$ cat config.mk
export PLATFORM = sky130hd
export DESIGN_NAME = mos_metric_sorter
export DESIGN_NICKNAME = d
export VERILOG_FILES = /design/src/rtl/mos_sort_pkg.sv /design/src/rtl/mos_metric_unit.sv /design/src/rtl/cmp_exch.sv /design/src/rtl/sort_net6.sv /design/src/rtl/mos_metric_sorter.sv
export SDC_FILE = /design/constraint.sdc
export NUM_CORES = 1
export LEC_CHECK = 0
export BUFFER_PORTS_ARGS = -buffer_cell sky130_fd_sc_hd__buf_2
export CAP_MARGIN = 20
export CORE_MARGIN = 2
export CORE_UTILIZATION = 30
export DETAILED_ROUTE_END_ITERATION = 8
export PLACE_DENSITY_LB_ADDON = 0.25
export REMOVE_ABC_BUFFERS = 1
export SLEW_MARGIN = 20
export SYNTH_ARGS = -nofsm -noshare
export SYNTH_HDL_FRONTEND = slang
export SYNTH_SLANG_ARGS = --single-unit
$ cat constraint.sdc
create_clock -name vclk -period 33.8
set_clock_uncertainty 0.1 [all_clocks]
set_input_delay 1.69 -clock vclk [all_inputs]
set_output_delay 1.69 -clock vclk [all_outputs]
set_load 0.02 [all_outputs]
$ cat src/rtl/mos_sort_pkg.sv
package mos_sort_pkg;

  localparam int unsigned NUM_DEV = 6;
  localparam int unsigned NUM_CE  = 12;

  // Optimal 12-element, depth-5 sorting network for six inputs.
  // Each entry is one compare-exchange; low index receives the smaller value.
  localparam int CE_LO [NUM_CE] = '{0, 1, 2, 1, 3, 0, 2, 0, 2, 4, 1, 3};
  localparam int CE_HI [NUM_CE] = '{5, 3, 4, 2, 4, 3, 5, 1, 3, 5, 2, 4};

  typedef enum logic [1:0] {
    RGN_OFF    = 2'd0,
    RGN_TRIODE = 2'd1,
    RGN_SAT    = 2'd2
  } region_e;

endpackage

$ cat src/rtl/mos_metric_unit.sv
module mos_metric_unit
  import mos_sort_pkg::*;
#(
  parameter int unsigned VW      = 3,
  parameter int unsigned RW      = 8,
  parameter int unsigned DIVISOR = 3
) (
  input  logic [VW-1:0] w,
  input  logic [VW-1:0] vgs,
  input  logic [VW-1:0] vds,
  input  logic          metric_sel,
  output region_e       region,
  output logic [RW-1:0] value
);

  localparam int unsigned PW = 3 * VW + 2;

  logic [VW-1:0] vov;
  logic [PW-1:0] num;
  logic [PW-1:0] quo;

  // Region decision from terminal voltages
  always_comb begin
    vov = '0;
    if (vgs <= VW'(1)) begin
      region = RGN_OFF;
    end else begin
      vov = vgs - VW'(1);
      region = (vov <= vds) ? RGN_SAT : RGN_TRIODE;
    end
  end

  // Numerator of the square-law formula for the region and metric
  always_comb begin
    unique case (region)
      RGN_SAT: begin
        if (metric_sel) num = PW'(2) * PW'(w) * PW'(vov);
        else            num = PW'(w) * PW'(vov) * PW'(vov);
      end
      RGN_TRIODE: begin
        if (metric_sel) num = PW'(2) * PW'(w) * PW'(vds);
        else            num = PW'(w) * ((PW'(2) * PW'(vov) * PW'(vds)) - (PW'(vds) * PW'(vds)));
      end
      default: num = '0;
    endcase
  end

  assign quo   = num / PW'(DIVISOR);
  assign value = quo[RW-1:0];

  always_comb begin
    // the quotient never exceeds the result width
    a_r2_fits: assert (quo < PW'(1 << RW));
    // cut-off devices contribute nothing
    if (vgs <= VW'(1)) a_r1_cutoff_zero: assert (value == '0);
    // zero-width devices contribute nothing
    if (w == '0) a_r8_zero_width: assert (value == '0);
  end

endmodule

$ cat src/rtl/cmp_exch.sv
module cmp_exch #(
  parameter int unsigned DW = 8
) (
  input  logic [DW-1:0] a,
  input  logic [DW-1:0] b,
  output logic [DW-1:0] lo,
  output logic [DW-1:0] hi
);

  // Ties keep their positions, so the network is stable
  logic swap;
  assign swap = (a > b);
  assign lo   = swap ? b : a;
  assign hi   = swap ? a : b;

  always_comb begin
    a_r6_ordered: assert (lo <= hi);
  end

endmodule

$ cat src/rtl/sort_net6.sv
module sort_net6
  import mos_sort_pkg::*;
#(
  parameter int unsigned DW = 8
) (
  input  logic [NUM_DEV-1:0][DW-1:0] din,
  output logic [NUM_DEV-1:0][DW-1:0] dout
);

  localparam int unsigned SW = DW + 3;

  genvar k;
  for (k = 0; k < NUM_CE; k++) begin : g_ce
    localparam int LO = CE_LO[k];
    localparam int HI = CE_HI[k];
    logic [NUM_DEV-1:0][DW-1:0] v_in;
    logic [NUM_DEV-1:0][DW-1:0] v_out;
    logic [DW-1:0] lo_w;
    logic [DW-1:0] hi_w;

    if (k == 0) begin : g_first
      assign v_in = din;
    end else begin : g_next
      assign v_in = g_ce[k-1].v_out;
    end

    cmp_exch #(.DW(DW)) u_ce (
      .a (v_in[LO]),
      .b (v_in[HI]),
      .lo(lo_w),
      .hi(hi_w)
    );

    always_comb begin
      v_out     = v_in;
      v_out[LO] = lo_w;
      v_out[HI] = hi_w;
    end
  end

  assign dout = g_ce[NUM_CE-1].v_out;

  logic [SW-1:0] sum_in;
  logic [SW-1:0] sum_out;
  always_comb begin
    sum_in  = '0;
    sum_out = '0;
    for (int i = 0; i < NUM_DEV; i++) begin
      sum_in  = sum_in + SW'(din[i]);
      sum_out = sum_out + SW'(dout[i]);
    end
    // the network only reorders values
    a_r7_sum_kept: assert (sum_in == sum_out);
    for (int i = 0; i < NUM_DEV - 1; i++) begin
      a_r6_ascending: assert (dout[i] <= dout[i+1]);
    end
  end

endmodule

$ cat src/rtl/mos_metric_sorter.sv
module mos_metric_sorter
  import mos_sort_pkg::*;
#(
  parameter int unsigned VW = 3,
  parameter int unsigned RW = 8
) (
  input  logic [NUM_DEV-1:0][VW-1:0] dev_w,
  input  logic [NUM_DEV-1:0][VW-1:0] dev_vgs,
  input  logic [NUM_DEV-1:0][VW-1:0] dev_vds,
  input  logic                       metric_sel,
  input  logic                       pick_max,
  output logic [RW-1:0]              result
);

  logic [NUM_DEV-1:0][RW-1:0] metric;
  logic [NUM_DEV-1:0][RW-1:0] sorted;
  region_e                    region [NUM_DEV];

  genvar d;
  for (d = 0; d < NUM_DEV; d++) begin : g_dev
    mos_metric_unit #(.VW(VW), .RW(RW), .DIVISOR(3)) u_unit (
      .w         (dev_w[d]),
      .vgs       (dev_vgs[d]),
      .vds       (dev_vds[d]),
      .metric_sel(metric_sel),
      .region    (region[d]),
      .value     (metric[d])
    );
  end

  sort_net6 #(.DW(RW)) u_sort (
    .din (metric),
    .dout(sorted)
  );

  assign result = pick_max ? sorted[NUM_DEV-1] : sorted[0];

  always_comb begin
    for (int i = 0; i < NUM_DEV; i++) begin
      if (pick_max) a_r6_is_max: assert (result >= metric[i]);
      else          a_r7_is_min: assert (result <= metric[i]);
    end
  end

endmodule

* Word-level counts from Yosys, hierarchy flattened
Index checks and enable logic that the tools add are counted.
** Word-level totals
- Register bits :: 0
- Logic and storage cells :: 144
** Operators by class
- Add/sub/neg operators :: 12
- Multipliers :: 42
- Div/mod/pow operators :: 6
- Magnitude comparators :: 21
- Equal/unequal tests :: 12
- Mux-type cells :: 51
** Operators by type and width (number)
- $mul A3 B3 Y6 :: 30
- $pmux W11 S2 :: 6
- $mux W8 :: 15
- $gt A8 B8 Y1 :: 9
- $div A11 B2 Y11 const B :: 6
- $mul A3 B11 Y11 :: 6
- $mux W11 :: 6
- $mul A6 B3 Y9 :: 6
- $mux W9 :: 6
- $sub A8 B6 Y9 :: 6
- $mux W2 :: 12
- $le A3 B1 Y1 const B :: 6
- $le A3 B3 Y1 :: 6
- $mux W3 :: 6
- $sub A3 B1 Y3 const B :: 6
- $eq A2 B1 Y1 const B :: 6
- $eq A2 B2 Y1 const B :: 6

* Longest topological paths before layout
- Depth after elaboration :: 17
- Gate-level depth with buffers :: 92
- Mapped depth without buffers :: 85

* Modules after synthesis
From an unflattened synthesis, not the netlist that was laid out.
** Second synthesis, totals
- Cells, all modules :: 3500
- Area total of the unflattened synthesis :: 27254.9 µm²
** By module, submodules not included
- mos_metric_unit at g_dev[3].u_unit ... :: instances 2, cells each 483, area an instance 3455.8 µm², sequential area each 0.0 µm²
- cmp_exch :: instances 12, cells each 44, area an instance 476.7 µm², sequential area each 0.0 µm²
- mos_metric_unit at g_dev[0].u_unit :: instances 1, cells each 544, area an instance 3942.5 µm², sequential area each 0.0 µm²
- mos_metric_unit at g_dev[5].u_unit :: instances 1, cells each 502, area an instance 3628.5 µm², sequential area each 0.0 µm²
- mos_metric_unit at g_dev[2].u_unit :: instances 1, cells each 482, area an instance 3540.9 µm², sequential area each 0.0 µm²
- mos_metric_unit at g_dev[1].u_unit :: instances 1, cells each 469, area an instance 3379.5 µm², sequential area each 0.0 µm²
- mos_metric_sorter :: instances 1, cells each 9, area an instance 131.4 µm², sequential area each 0.0 µm²

* Worst setup path before layout
Ideal clock, no wire load.
- Kind :: input-to-output
- From :: input port dev_vgs[10] (netlist bit)
- To :: output port result[0]
- Arrival time :: 17527 ps
- Slack :: 14483 ps
- Cell stages on the path :: 85
- Cells stage by stage :: inv_1 -> ha_1 -> o21ba_2 -> or2_2 -> clkbuf_1 -> clkbuf_1 -> and2_0 -> nand2_1 -> fa_1 -> inv_1 -> ha_1 -> fa_1 -> ha_1 -> ha_1 -> o21a_1 -> o31ai_1 -> nand2b_1 -> xor2_1 -> [49 not listed] -> nand2b_1 -> a21oi_1 -> o21ai_0 -> o21ai_0 -> clkbuf_1 -> mux2i_1 -> ha_1 -> nor2b_1 -> o21a_1 -> o21ai_0 -> nand2b_1 -> a21oi_1 -> o21ai_0 -> o21ai_0 -> inv_1 -> and3_1 -> a311o_1 -> o22ai_1
** Between the ends
- Cells in the longest elaborated chain, start to end :: 17
** RTL lines
- start: declaration :: line mos_metric_sorter.sv:8 : input logic [NUM_DEV-1:0][VW-1:0] dev_vgs,
- $sub A3 B1 Y3 or $le A3 B1 Y1 (tied branches)
- $mux W3 :: line mos_metric_unit.sv:25 : if (vgs <= VW'(1)) begin
- $mul A3 B3 Y6 :: line mos_metric_unit.sv:42 : else num = PW'(w) * ((PW'(2) * PW'(vov) * PW'(vds)) - (PW'(vds) * PW'(vds)));
- $sub A8 B6 Y9 :: line mos_metric_unit.sv:42
- $mul A3 B11 Y11 :: line mos_metric_unit.sv:42
- $mux W11 :: line mos_metric_unit.sv:41 : if (metric_sel) num = PW'(2) * PW'(w) * PW'(vds);
- $pmux W11 S2 (*) :: line mos_metric_unit.sv:35 : unique case (region)
- $div A11 B2 Y11 (*) :: line mos_metric_unit.sv:48 : assign quo = num / PW'(DIVISOR);
- $gt A8 B8 Y1 :: line cmp_exch.sv:12 : assign swap = (a > b);
- $mux W8, on equally long branches :: line cmp_exch.sv:14, cmp_exch.sv:13
- $gt A8 B8 Y1 :: line cmp_exch.sv:12
- $mux W8, on equally long branches :: line cmp_exch.sv:13, cmp_exch.sv:14
- $gt A8 B8 Y1 :: line cmp_exch.sv:12
- $mux W8, on equally long branches :: line cmp_exch.sv:13, cmp_exch.sv:14
- $gt A8 B8 Y1 :: line cmp_exch.sv:12
- $mux W8, on equally long branches :: line cmp_exch.sv:13, cmp_exch.sv:14
- $mux W8 (*) :: line mos_metric_sorter.sv:36 : assign result = pick_max ? sorted[NUM_DEV-1] : sorted[0];
- end: declaration :: line mos_metric_sorter.sv:12 : output logic [RW-1:0] result
Mark *: on every way between the ends. The rest lies on a longest branch, timed or not.

* Worst setup path after layout
- From :: input port dev_vgs[9] (netlist bit)
- To :: output port result[7]
The elaborated chain is that of the path after synthesis.

==> results.cfg <==
[timing]
hold_viol = 0
rsz0062_at_grt = false
relSlewSlack = 0.331
setup_viol = 0
fmax_mhz = 46.5
timing.hold.ws_ps = 3840
fin_crit_ps = 21490
post-route-period-util = 0.636
slew_viol_final = 0
tns_ps = 0
worst_pin_slew_ps = 996

[routing]
routedWlPerCell_um = 15.5
vias = 23200
ant_nets = 0
drc = 0
postRouteWirelength_um = 66600
dr.first_iter.drc_count = 1530
vias_per_cell = 5.39
drt_pass1_iterations = 8

[layout]
nNetsFinal = 3811
register_area_um2 = 0
drive_gt1_frac = 0.0696
seq_cells = 0
layout_commonest_cell = nand2_1
layout_common_cells = nand2_1, ha_1, inv_1
nClkBuffers = 0
area_growth_syn_to_layout_pct = 4.91
fill_cells = 8533
antenna_cells = 0
postLayoutCellArea_um2 = 24800
fin_util = 0.319
multiInputGateArea_um2 = 21700

[placed_design]
io_buffers = 64
gp_congestion = 0.856
dp_hpwl_um = 55000
placed_cell_area_um2 = 24800

[global_routing]
grt_pass1_vias = 22000
grt-ovfl-total = 0
grt_pass1_wl_um = 112000
grt_max_degree = 27
gr-usage-all-layers = 0.160
antenna_found_initial = 0

[synth]
synth.distinct_cells = 139
synth_top_family_by_area = adder cells
synth_adder_area_share = 0.299
synthCells = 3309
ys_warn_count = 0
yosysSeqAreaShare = 0
synth_compound_gate_area_share = 0.259
syn_area_um2 = 23600
muxShareOfSynthArea = 0.0593
synthXorXnorAreaFrac = 0.0533
synthSimpleGateAreaFrac = 0.247
avgSynthCellArea_um2 = 7.14

[critical_path]
slowest_delay_ps = 640
required_ps = 32010
end_kind = primary output
cp_top_family = compound AO/OA/AOI/OAI gates
crit_buf_inv = 8
slowest_stage = o211ai_1
path_max_fanout = 18
worstPathArrival_ps = 19700
startpoint_type = input pin
cp_common_cell = ha_1
path_class = input pin to primary output

[die]
start_util = 0.304
die_h_um = 285
fp-row-count = 102
core_area_um2 = 77700
pin_count = 64
dieArea_um2 = 81000
die_w_um = 285

[status]
status = completed

[hold_path]
min_path_type = input pin to primary output
hold_start = pick_max
hold_depth = 4
hold_end = result[2]

[clock_network]
cts_resized = 0
post_cts_buffers = 0
ctsHoldBuffers = 0

[flow_run]
maxCapViolations = 0
cell families (layout without fill, tap and decap cells):
logic type | after synthesis | in the layout
xor gates and xnor gates | 142 | 142
AOI/OAI and AO/OA | 862 | 862
buffers and inverters | 485 | 439
muxes | 114 | 114
and+or+nand+nor | 1212 | 1212
adders and majority gates | 494 | 494
synth_stat cells (76+ instances only):
master    number  area [um^2]
o21ai_0      150          751
a21oi_1      165          826
nor2_1       217          815
inv_1        359         1350
clkbuf_1      84          315
nand2_1      447         1680
nor3_1        89          445
a21o_1        83          623
nand3_1       86          430
xnor2_1       76          666
fa_1         120         2400
and3_1        97          607
ha_1         370         4630
per-layer routing:
metal	wire [um]	vias to the layer above	GRT usage
li1	-	11700	-
met1	33700	11000	0.232
met2	30200	389	0.269
met3	1730	60	0.00329
met4	965	0	0.0213
met5	0	-	0
cell type report:
| class | count | share of cell area |
|---|---|---|
| Tap cell | 1040 | 0.0525 |
| Inverter | 362 | 0.0548 |
| Timing Repair Buffer | 77 | 0.0169 |
| Multi-Input combinational cell | 2824 | 0.876 |
through the flow:
stage	instances	setup slack [ps]
final	4303	12310
after global routing	4303	10830
after CTS	4303	12100
after detailed placement	4303	12190
after global placement	4303	12420
after floorplan	3186	13640
how the worst max path moves through the flow:
| stage | slack (ps) | cells after the start | start | to |
|---|---|---|---|---|
| 2_1_floorplan | 13640 | 75 | dev_vgs[10] | result[0] |
| 3_3_place_gp | 12420 | 83 | dev_vgs[9] | result[0] |
| 3_5_place_dp | 12190 | 82 | dev_vgs[9] | result[0] |
| 4_1_cts | 12100 | 82 | dev_vgs[9] | result[0] |
| 5_1_grt | 10830 | 81 | dev_vgs[9] | result[0] |
| 6_report | 12310 | 80 | dev_vgs[9] | result[7] |
Power is not shown: default switching activity piles up to over one toggle a cycle in this logic, so the estimate is an artifact.
